### src/rtl/irqc_pkg.sv
package irqc_pkg;

  typedef enum logic [1:0] {
    SRC_NONE = 2'd0,
    SRC_DISK = 2'd1,
    SRC_DSP  = 2'd2,
    SRC_VBL  = 2'd3
  } irq_src_e;

  typedef struct packed {
    logic     hit;
    irq_src_e src;
  } irq_grant_t;

endpackage

### src/rtl/irqc_status.sv
module irqc_status #(
  parameter int STAT_W   = 8,
  parameter int DISK_BIT = 7,
  parameter int DSP_BIT  = 4,
  parameter int VBL_BIT  = 5
) (
  input  logic              clk,
  input  logic              rst,
  input  logic              disk_req,
  input  logic              dsp_bell,
  input  logic              vblank,
  input  logic              clr_dsp,
  input  logic              clr_vbl,
  output logic [STAT_W-1:0] status_q,
  output logic [STAT_W-1:0] status_d
);

  logic vbl_prev;
  logic vbl_rise;

  always_ff @(posedge clk) begin
    if (rst) vbl_prev <= 1'b0;
    else     vbl_prev <= vblank;
  end

  assign vbl_rise = vblank & ~vbl_prev;

  for (genvar i = 0; i < STAT_W; i++) begin : g_bit
    if (i == DISK_BIT) begin : g_level
      assign status_d[i] = disk_req;
    end else if (i == DSP_BIT) begin : g_dsp
      // a set on the same edge outranks the clear
      assign status_d[i] = dsp_bell | (status_q[i] & ~clr_dsp);
    end else if (i == VBL_BIT) begin : g_vbl
      assign status_d[i] = vbl_rise | (status_q[i] & ~clr_vbl);
    end else begin : g_unused
      assign status_d[i] = 1'b0;
    end
  end

  always_ff @(posedge clk) begin
    if (rst) status_q <= '0;
    else     status_q <= status_d;
  end

endmodule

### src/rtl/irqc_prio.sv
module irqc_prio
  import irqc_pkg::*;
#(
  parameter int STAT_W   = 8,
  parameter int VEC_W    = 8,
  parameter int DISK_BIT = 7,
  parameter int DSP_BIT  = 4,
  parameter int VBL_BIT  = 5,
  parameter int DISK_VEC = 11,
  parameter int DSP_VEC  = 12,
  parameter int VBL_VEC  = 13,
  parameter int NONE_VEC = 0
) (
  input  logic [STAT_W-1:0] status,
  output irq_grant_t        grant,
  output logic [VEC_W-1:0]  vector
);

  always_comb begin
    grant  = '{hit: 1'b0, src: SRC_NONE};
    vector = VEC_W'(NONE_VEC);
    if (status[DISK_BIT]) begin
      grant  = '{hit: 1'b1, src: SRC_DISK};
      vector = VEC_W'(DISK_VEC);
    end else if (status[DSP_BIT]) begin
      grant  = '{hit: 1'b1, src: SRC_DSP};
      vector = VEC_W'(DSP_VEC);
    end else if (status[VBL_BIT]) begin
      grant  = '{hit: 1'b1, src: SRC_VBL};
      vector = VEC_W'(VBL_VEC);
    end
  end

endmodule

### src/rtl/irqc_ack.sv
module irqc_ack
  import irqc_pkg::*;
#(
  parameter int VEC_W = 8
) (
  input  logic             clk,
  input  logic             rst,
  input  logic             ack,
  input  irq_grant_t       grant,
  input  logic [VEC_W-1:0] vector_in,
  output logic             clr_dsp,
  output logic             clr_vbl,
  output logic             ack_valid,
  output logic [VEC_W-1:0] ack_vector,
  output logic             spurious
);

  assign clr_dsp = ack & grant.hit & (grant.src == SRC_DSP);
  assign clr_vbl = ack & grant.hit & (grant.src == SRC_VBL);

  always_ff @(posedge clk) begin
    if (rst) begin
      ack_valid  <= 1'b0;
      ack_vector <= '0;
      spurious   <= 1'b0;
    end else begin
      ack_valid <= ack;
      spurious  <= ack & ~grant.hit;
      if (ack) ack_vector <= vector_in;
      else     ack_vector <= '0;
    end
  end

endmodule

### src/rtl/vec_irq_ctrl.sv
module vec_irq_ctrl
  import irqc_pkg::*;
#(
  parameter int STAT_W   = 8,
  parameter int VEC_W    = 8,
  parameter int DISK_BIT = 7,
  parameter int DSP_BIT  = 4,
  parameter int VBL_BIT  = 5,
  parameter int DISK_VEC = 11,
  parameter int DSP_VEC  = 12,
  parameter int VBL_VEC  = 13,
  parameter int NONE_VEC = 0
) (
  input  logic              clk,
  input  logic              rst,
  input  logic              disk_req,
  input  logic              dsp_bell_wr,
  input  logic              vblank,
  input  logic              ack,
  output logic [STAT_W-1:0] pending,
  output logic              cpu_irq,
  output logic              ack_valid,
  output logic [VEC_W-1:0]  ack_vector,
  output logic              spurious
);

  logic [STAT_W-1:0] status_q;
  logic [STAT_W-1:0] status_d;
  logic              clr_dsp;
  logic              clr_vbl;
  irq_grant_t        grant;
  logic [VEC_W-1:0]  vec_sel;

  irqc_status #(
    .STAT_W(STAT_W), .DISK_BIT(DISK_BIT), .DSP_BIT(DSP_BIT), .VBL_BIT(VBL_BIT)
  ) u_status (
    .clk(clk), .rst(rst), .disk_req(disk_req), .dsp_bell(dsp_bell_wr),
    .vblank(vblank), .clr_dsp(clr_dsp), .clr_vbl(clr_vbl),
    .status_q(status_q), .status_d(status_d)
  );

  irqc_prio #(
    .STAT_W(STAT_W), .VEC_W(VEC_W), .DISK_BIT(DISK_BIT), .DSP_BIT(DSP_BIT),
    .VBL_BIT(VBL_BIT), .DISK_VEC(DISK_VEC), .DSP_VEC(DSP_VEC),
    .VBL_VEC(VBL_VEC), .NONE_VEC(NONE_VEC)
  ) u_prio (
    .status(status_q), .grant(grant), .vector(vec_sel)
  );

  irqc_ack #(.VEC_W(VEC_W)) u_ack (
    .clk(clk), .rst(rst), .ack(ack), .grant(grant), .vector_in(vec_sel),
    .clr_dsp(clr_dsp), .clr_vbl(clr_vbl), .ack_valid(ack_valid),
    .ack_vector(ack_vector), .spurious(spurious)
  );

  always_ff @(posedge clk) begin
    if (rst) cpu_irq <= 1'b0;
    else     cpu_irq <= |status_d;
  end

  assign pending = status_q;

endmodule

### config.mk
export PLATFORM = sky130hd
export DESIGN_NAME = vec_irq_ctrl
export DESIGN_NICKNAME = d
export VERILOG_FILES = /design/src/rtl/irqc_pkg.sv /design/src/rtl/irqc_status.sv /design/src/rtl/irqc_prio.sv /design/src/rtl/irqc_ack.sv /design/src/rtl/vec_irq_ctrl.sv
export SDC_FILE = /design/constraint.sdc
export NUM_CORES = 1
export LEC_CHECK = 0
export ABC_AREA = 0
export BUFFER_PORTS_ARGS = -buffer_cell sky130_fd_sc_hd__buf_2
export CAP_MARGIN = 20
export CORE_AREA = 2 2 39 41
export CTS_CLUSTER_DIAMETER = 60
export DETAILED_ROUTE_END_ITERATION = 7
export DIE_AREA = 0 0 41 43
export SYNTH_ARGS = -nofsm -noshare
export SYNTH_HDL_FRONTEND = slang
export SYNTH_SLANG_ARGS = --single-unit
### constraint.sdc
create_clock -name clk -period 1.5 [get_ports clk]
set_input_delay 0.075 -clock clk [delete_from_list [all_inputs] [get_ports clk]]
set_output_delay 0.075 -clock clk [all_outputs]
set_load 0.01 [all_outputs]
==> reports/results.tsv, run 1 <==
stage	metric	value	unit
global_route	first-pass GRT wire length	959	um
cells_and_area	nets	68	
clock_tree	post-cts sizing count	0	
cells_and_area	layout cells sized above 1	32.8	%
logic_synthesis	Top FF cell, synth	dfxtp_1	
clock_tree	CTS tree	yes	
global_route	vias in the first global route	250	
logic_synthesis	Synth Instances	43	
logic_synthesis	most frequent cells after synthesis	dfxtp_1, buf_4, nor2_1	
clock_tree	Sink Count	11	
place	pre-CTS WS	0.486	ns
critical_path	Slowest cell on crit path	dfxtp_1	
logic_synthesis	Post-Syn Area per Cell	9.66	sq um
drt	detailed-route via count	296	
cells_and_area	filler instances	144	
floorplan	die area	1760	sq um
drt	routed length per instance	8.27	um
sta	fmax	979	MHz
logic_synthesis	Synth area leaders	dfxtp_1, buf_4, nor2_1	
critical_path	WP data required	1.64	ns
drt	drt pass-1 iters	4	
cells_and_area	area growth from synthesis to layout	20.2	%
logic_synthesis	leading area contributor after synthesis	dfxtp_1	
global_route	initial antenna violation count	0	
sta	crit share post-route	68.1	%
critical_path	Worst Setup Start Kind	flip-flop	
pwr	Power, Total	0.585	mW
clock_tree	TritonCTS Buffers	3	
clock_tree	clock-pin slew on the worst setup and hold paths	0.07	ns
cells_and_area	ANT cells	0	
clock_tree	maximum clock insertion buffer count	2	
sta	final setup vio count	0	
clock_tree	H-tree depth	1	
logic_synthesis	YS warnings	0	
sta	clock skew	0.00107	ns
clock_tree	post-CTS setup buffers	0	
floorplan	io pins	25	
global_route	largest net degree at the start of global routing	8	
critical_path	WS Path Type	flip-flop to flip-flop	
sta	Period minus WS final	1.02	ns
drt	Final ANT Viol Nets	0	
logic_synthesis	top cell type's share of synthesized area	53.0	%
clock_tree	Clock Latency Late Sink	0.26	ns
logic_synthesis	Cell Area, Synth	415	sq um
sta	hold_ws	0.0239	ns
outcome	status	complete, no violations	
logic_synthesis	number of synthesized flops with an enable pin	0	
logic_synthesis	library cells used by synthesis	14	
clock_tree	CTS root buf	clkbuf_4	
global_route	all-layer global routing usage	8.05	%
floorplan	core area	1380	sq um
critical_path	WP data arrival	1.17	ns
drt	1st-iter DRT viols	8	
drt	residual DRC count	0	
floorplan	chip width	41	um
floorplan	Die Ht	43	um
pwr	PD cells	1170	nW/um^2
cells_and_area	final core occ	36.1	%
sta	Final WS setup	0.478	ns
logic_synthesis	most common cell in the synthesized netlist	dfxtp_1	
floorplan	Initial Util	30.0	%
logic_synthesis	Synth Register Bits	11	
pwr	VDD IR max	0.000283	V
place	port bufs	15	
logic_synthesis	async set or reset register ratio after synthesis	0	%
critical_path	CP max FO	6	
global_route	GR Overflow Total	0	
critical_path	max incr delay on CP	0.36	ns
hold_path	Hold Path Class	primary input to flip-flop	
drt	vias per inst	3.84	
place	Final Wtd Congestion	0.734	
logic_synthesis	Seq/Total Area, Yosys	53.0	%
sta	Slew Viols, Final	0	
clock_tree	hold buffer count at cts	0	
critical_path	CP endpoint kind	flip-flop	
floorplan	FP Rows	14	
sta	unrepaired setup endpoints after global routing	no	
pwr	P_leak	0.261	nW
job	max cap viols	0	
critical_path	crit-path cells	nand2b_4, a221oi_2, a31oi_1	
sta	Setup TNS	0	ns
drt	Total Wirelength	637	um
sta	final hold vios	0	
[cell type report]
class	instances	area (sq um)	area share [%]
tap	16	20.0	4.01
clock buffer	4	26.3	5.26
inverter	4	15.0	3.01
sequential	11	220	44.1
timing repair buffer	15	75.1	15.0
multi-input combinational	27	143	28.6
[worst max-delay path: cells and delay by family, from the launching register on]
kind               cells  cell delay (ns)
AOI/OAI and AO/OA      2             0.38
and+or+nand+nor        1             0.17
DFF                    1             0.36
[stage by stage]
step	instance area (sq um)	cells
6_report	499	77
4_1_cts	499	77
3_5_place_dp	473	73
3_3_place_gp	473	73
5_1_grt	499	77
2_1_floorplan	445	51
[sequential cells by signal (all words and copies together) (netlist names)]
signal,count
cpu_irq,1
u_ack.ack_valid,1
u_ack.ack_vector,4
u_ack.spurious,1
u_status.status_q,3
u_status.vbl_prev,1
[layout by cell type (no fill, tap or decap)]
cell,netlist,final
clkbuf_1,0,1
nor3_1,2,2
buf_2,0,15
clkbuf_4,0,3
dfxtp_1,11,11
nor2_1,6,6
nand2b_4,1,1
a21oi_1,2,2
nor4_1,1,1
a221oi_2,1,1
conb_1,1,9
nor2b_1,1,1
a31oi_1,1,1
and2_1,2,2
inv_1,4,4
nand2b_1,1,1
[routing by layer]
metal  GRT usage (%)  share of wire [%]  vias up
met1            9.39                 40      122
met5               0                  0        -
met3            2.09                 14        0
met4            6.00                  0        0
met2            11.9                 46       20
li1                -                  -      154
[logic make-up after synthesis]
logic type             synth area share (%)
other                                 0.903
flip-flops                             53.0
buffers and inverters                  19.9
AND/OR/NAND/NOR                        18.7
AO/OA/AOI/OAI                          7.53
[final timing paths]
path | cells past startpoint | slack, ns | end | from
setup / recovery | 3 | 0.48 | cpu_irq | u_status.status_q[7]
hold / removal | 3 | 0.02 | u_status.status_q[7] | disk_req
setup reg to reg | 3 | 0.48 | cpu_irq | u_status.status_q[7]
hold reg to reg | 3 | 0.53 | u_status.status_q[5] | u_status.vbl_prev
[power by group]
group,internal [mW],total [mW],switching (mW)
registers,0.308,0.320,0.0114
clock network,0.103,0.196,0.0936
logic,0.0287,0.0693,0.0406
Power figures use the tool's default switching activity.
==> inputs of run 2 (changes only) <==
- clock period: 1.5 -> 0.9 ns (I/O delays scaled with it)
==> reports/results.tsv, run 2 (same netlist as run 1, synthesis figures left out) <==
stage	metric	value	unit	change
sta	Final WS setup	-0.0165	ns	-0.495 ns
cells_and_area	Reg with most FFs	u_ack.ack_vector		
clock_tree	clock-pin slew on the worst setup and hold paths	0.07	ns	about the same
floorplan	Initial Util	30.0	%	unchanged
sta	Period minus WS final	0.916	ns	-0.105 ns
cells_and_area	number of flip-flops under the largest register name	4		unchanged
pwr	PD cells	1780	nW/um^2	+52%
floorplan	core area	1380	sq um	unchanged
hold_path	Hold Path Class	primary input to flip-flop		
sta	Slew Viols, Final	0		unchanged
cells_and_area	most common cell after layout, fill and taps aside	buf_2		
place	Final Wtd Congestion	0.760		+3.5%
critical_path	RR Startpoint	u_status.status_q[7]		
global_route	all-layer global routing usage	8.53	%	+0.49 points
place	DP Area	498	sq um	+5.3%
sta	unrepaired setup endpoints after global routing	yes		
critical_path	WP data required	1.05	ns	-0.59 ns
clock_tree	H-tree depth	1		unchanged
outcome	failing checks	hold timing, setup timing		
critical_path	CP max FO	3		-3
global_route	initial antenna violation count	0		unchanged
critical_path	Worst Setup Start Kind	flip-flop		
drt	residual DRC count	0		unchanged
hold_path	Hold Path Stages	3		unchanged
drt	1st-iter DRT viols	7		-1
critical_path	worst reg2reg path depth	3		unchanged
global_route	vias in the first global route	265		+6.0%
clock_tree	maximum clock insertion buffer count	2		unchanged
hold_path	Hold Startpoint	dsp_bell_wr		
floorplan	FP Rows	14		unchanged
sta	final setup vio count	1		+1
cells_and_area	commonest cells after routing, fill and taps aside	buf_2, conb_1, dfxtp_1		
place	port bufs	15		unchanged
clock_tree	Clock Latency Late Sink	0.26	ns	about the same
cells_and_area	nets	72		+5.9%
drt	Total Wirelength	693	um	+8.8%
drt	drt pass-1 iters	3		-1
clock_tree	Sink Count	11		unchanged
floorplan	Die Ht	43	um	unchanged
floorplan	die area	1760	sq um	unchanged
critical_path	CP endpoint kind	flip-flop		
cells_and_area	ANT cells	0		unchanged
cells_and_area	area growth from synthesis to layout	36.7	%	
job	max cap viols	0		unchanged
floorplan	io pins	25		unchanged
floorplan	chip width	41	um	unchanged
clock_tree	CTS tree	yes		
clock_tree	CTS root buf	clkbuf_4		
sta	clock skew	0.0129	ns	+0.0119 ns
critical_path	WP data arrival	1.07	ns	-0.10 ns
outcome	status	finished, violations left		
drt	detailed-route via count	308		+4.1%
sta	final hold vios	1		+1
cells_and_area	layout cells sized above 1	41.5	%	+8.8 points
critical_path	WS Path Type	flip-flop to flip-flop		
drt	vias per inst	3.80		-1.1%
hold_path	Worst Hold End	u_status.status_q[4]		
cells_and_area	Regs by FF count	u_ack.ack_vector: 4 flops, u_status.status_q: 3 flops		
pwr	P_leak	0.291	nW	+12%
global_route	largest net degree at the start of global routing	8		unchanged
global_route	first-pass GRT wire length	1030	um	+7.2%
critical_path	Reg2Reg Capture Point	cpu_irq		
sta	hold_ws	-0.00180	ns	-0.0257 ns
pwr	VDD IR max	0.000579	V	+100%
drt	Final ANT Viol Nets	0		unchanged
sta	crit share post-route	102	%	+34 points
critical_path	worst reg2reg setup slack	-0.02	ns	-0.49 ns
sta	Setup TNS	-0.0165	ns	-0.0165 ns
clock_tree	TritonCTS Buffers	3		unchanged
cells_and_area	Final Instance Area	568	sq um	+14%
sta	fmax	1090	MHz	+12%
drt	routed length per instance	8.56	um	+3.4%
global_route	GR Overflow Total	0		unchanged
run 2: repair_timing:
item,CTS,global route
gates resized for setup,1,6
setup endpoints to repair,2,4
endpoints found under the hold margin,1,0
buffers inserted,0,0
pin swaps,0,3
hold buffers,1,0
run 2: critical path: stages, from the launching register on:
cell,delay (ns)
dfxtp_2,0.32
nand2b_4,0.15
a221oi_4,0.23
a31oi_1,0.11
run 2: layer usage:
metal	GRT usage, %	vias to the layer above	routed length [um]
met5	0	-	0
met4	4.00	0	0
met3	3.14	0	68
met2	13.8	17	356
met1	9.32	128	267
li1	-	163	-
run 2: how the worst max path moves through the flow:
stage	to	cells after the start	startpoint	slack, ns
floorplan	cpu_irq	3	u_status.status_q[7]	-0.03
finish	cpu_irq	3	u_status.status_q[7]	-0.02
detailed placement	cpu_irq	3	u_status.status_q[7]	-0.01
CTS	cpu_irq	3	u_status.status_q[7]	-0.02
global route	cpu_irq	3	u_status.status_q[7]	-0.07
global placement	cpu_irq	3	u_status.status_q[5]	-0.006
run 2: cell type report:
type	count	area [sq um]
repair buffers	19	124
flip-flops and latches	11	226
well taps	16	20.0
inverters	4	15.0
fillers	143	816
clock buffers	4	26.3
multi-input cells	27	156
run 2: where the power goes:
| part | switching [mW] | internal [mW] |
|---|---|---|
| logic | 0.0841 | 0.0763 |
| clock network | 0.151 | 0.171 |
| registers | 0.0124 | 0.515 |
| total | 0.248 | 0.762 |
run 2: stage by stage:
stage	cells	total power, mW	utilization, %	setup WS [ns]
after CTS	81	1.00	39.1	-0.0223
final	81	1.01	41.0	-0.0165
after detailed placement	76	0.675	36.0	-0.0126
after global placement	76	0.674	36.0	-0.00619
after floorplan	51	0.643	-	-0.0267
after global routing	81	1.07	41.0	-0.0722
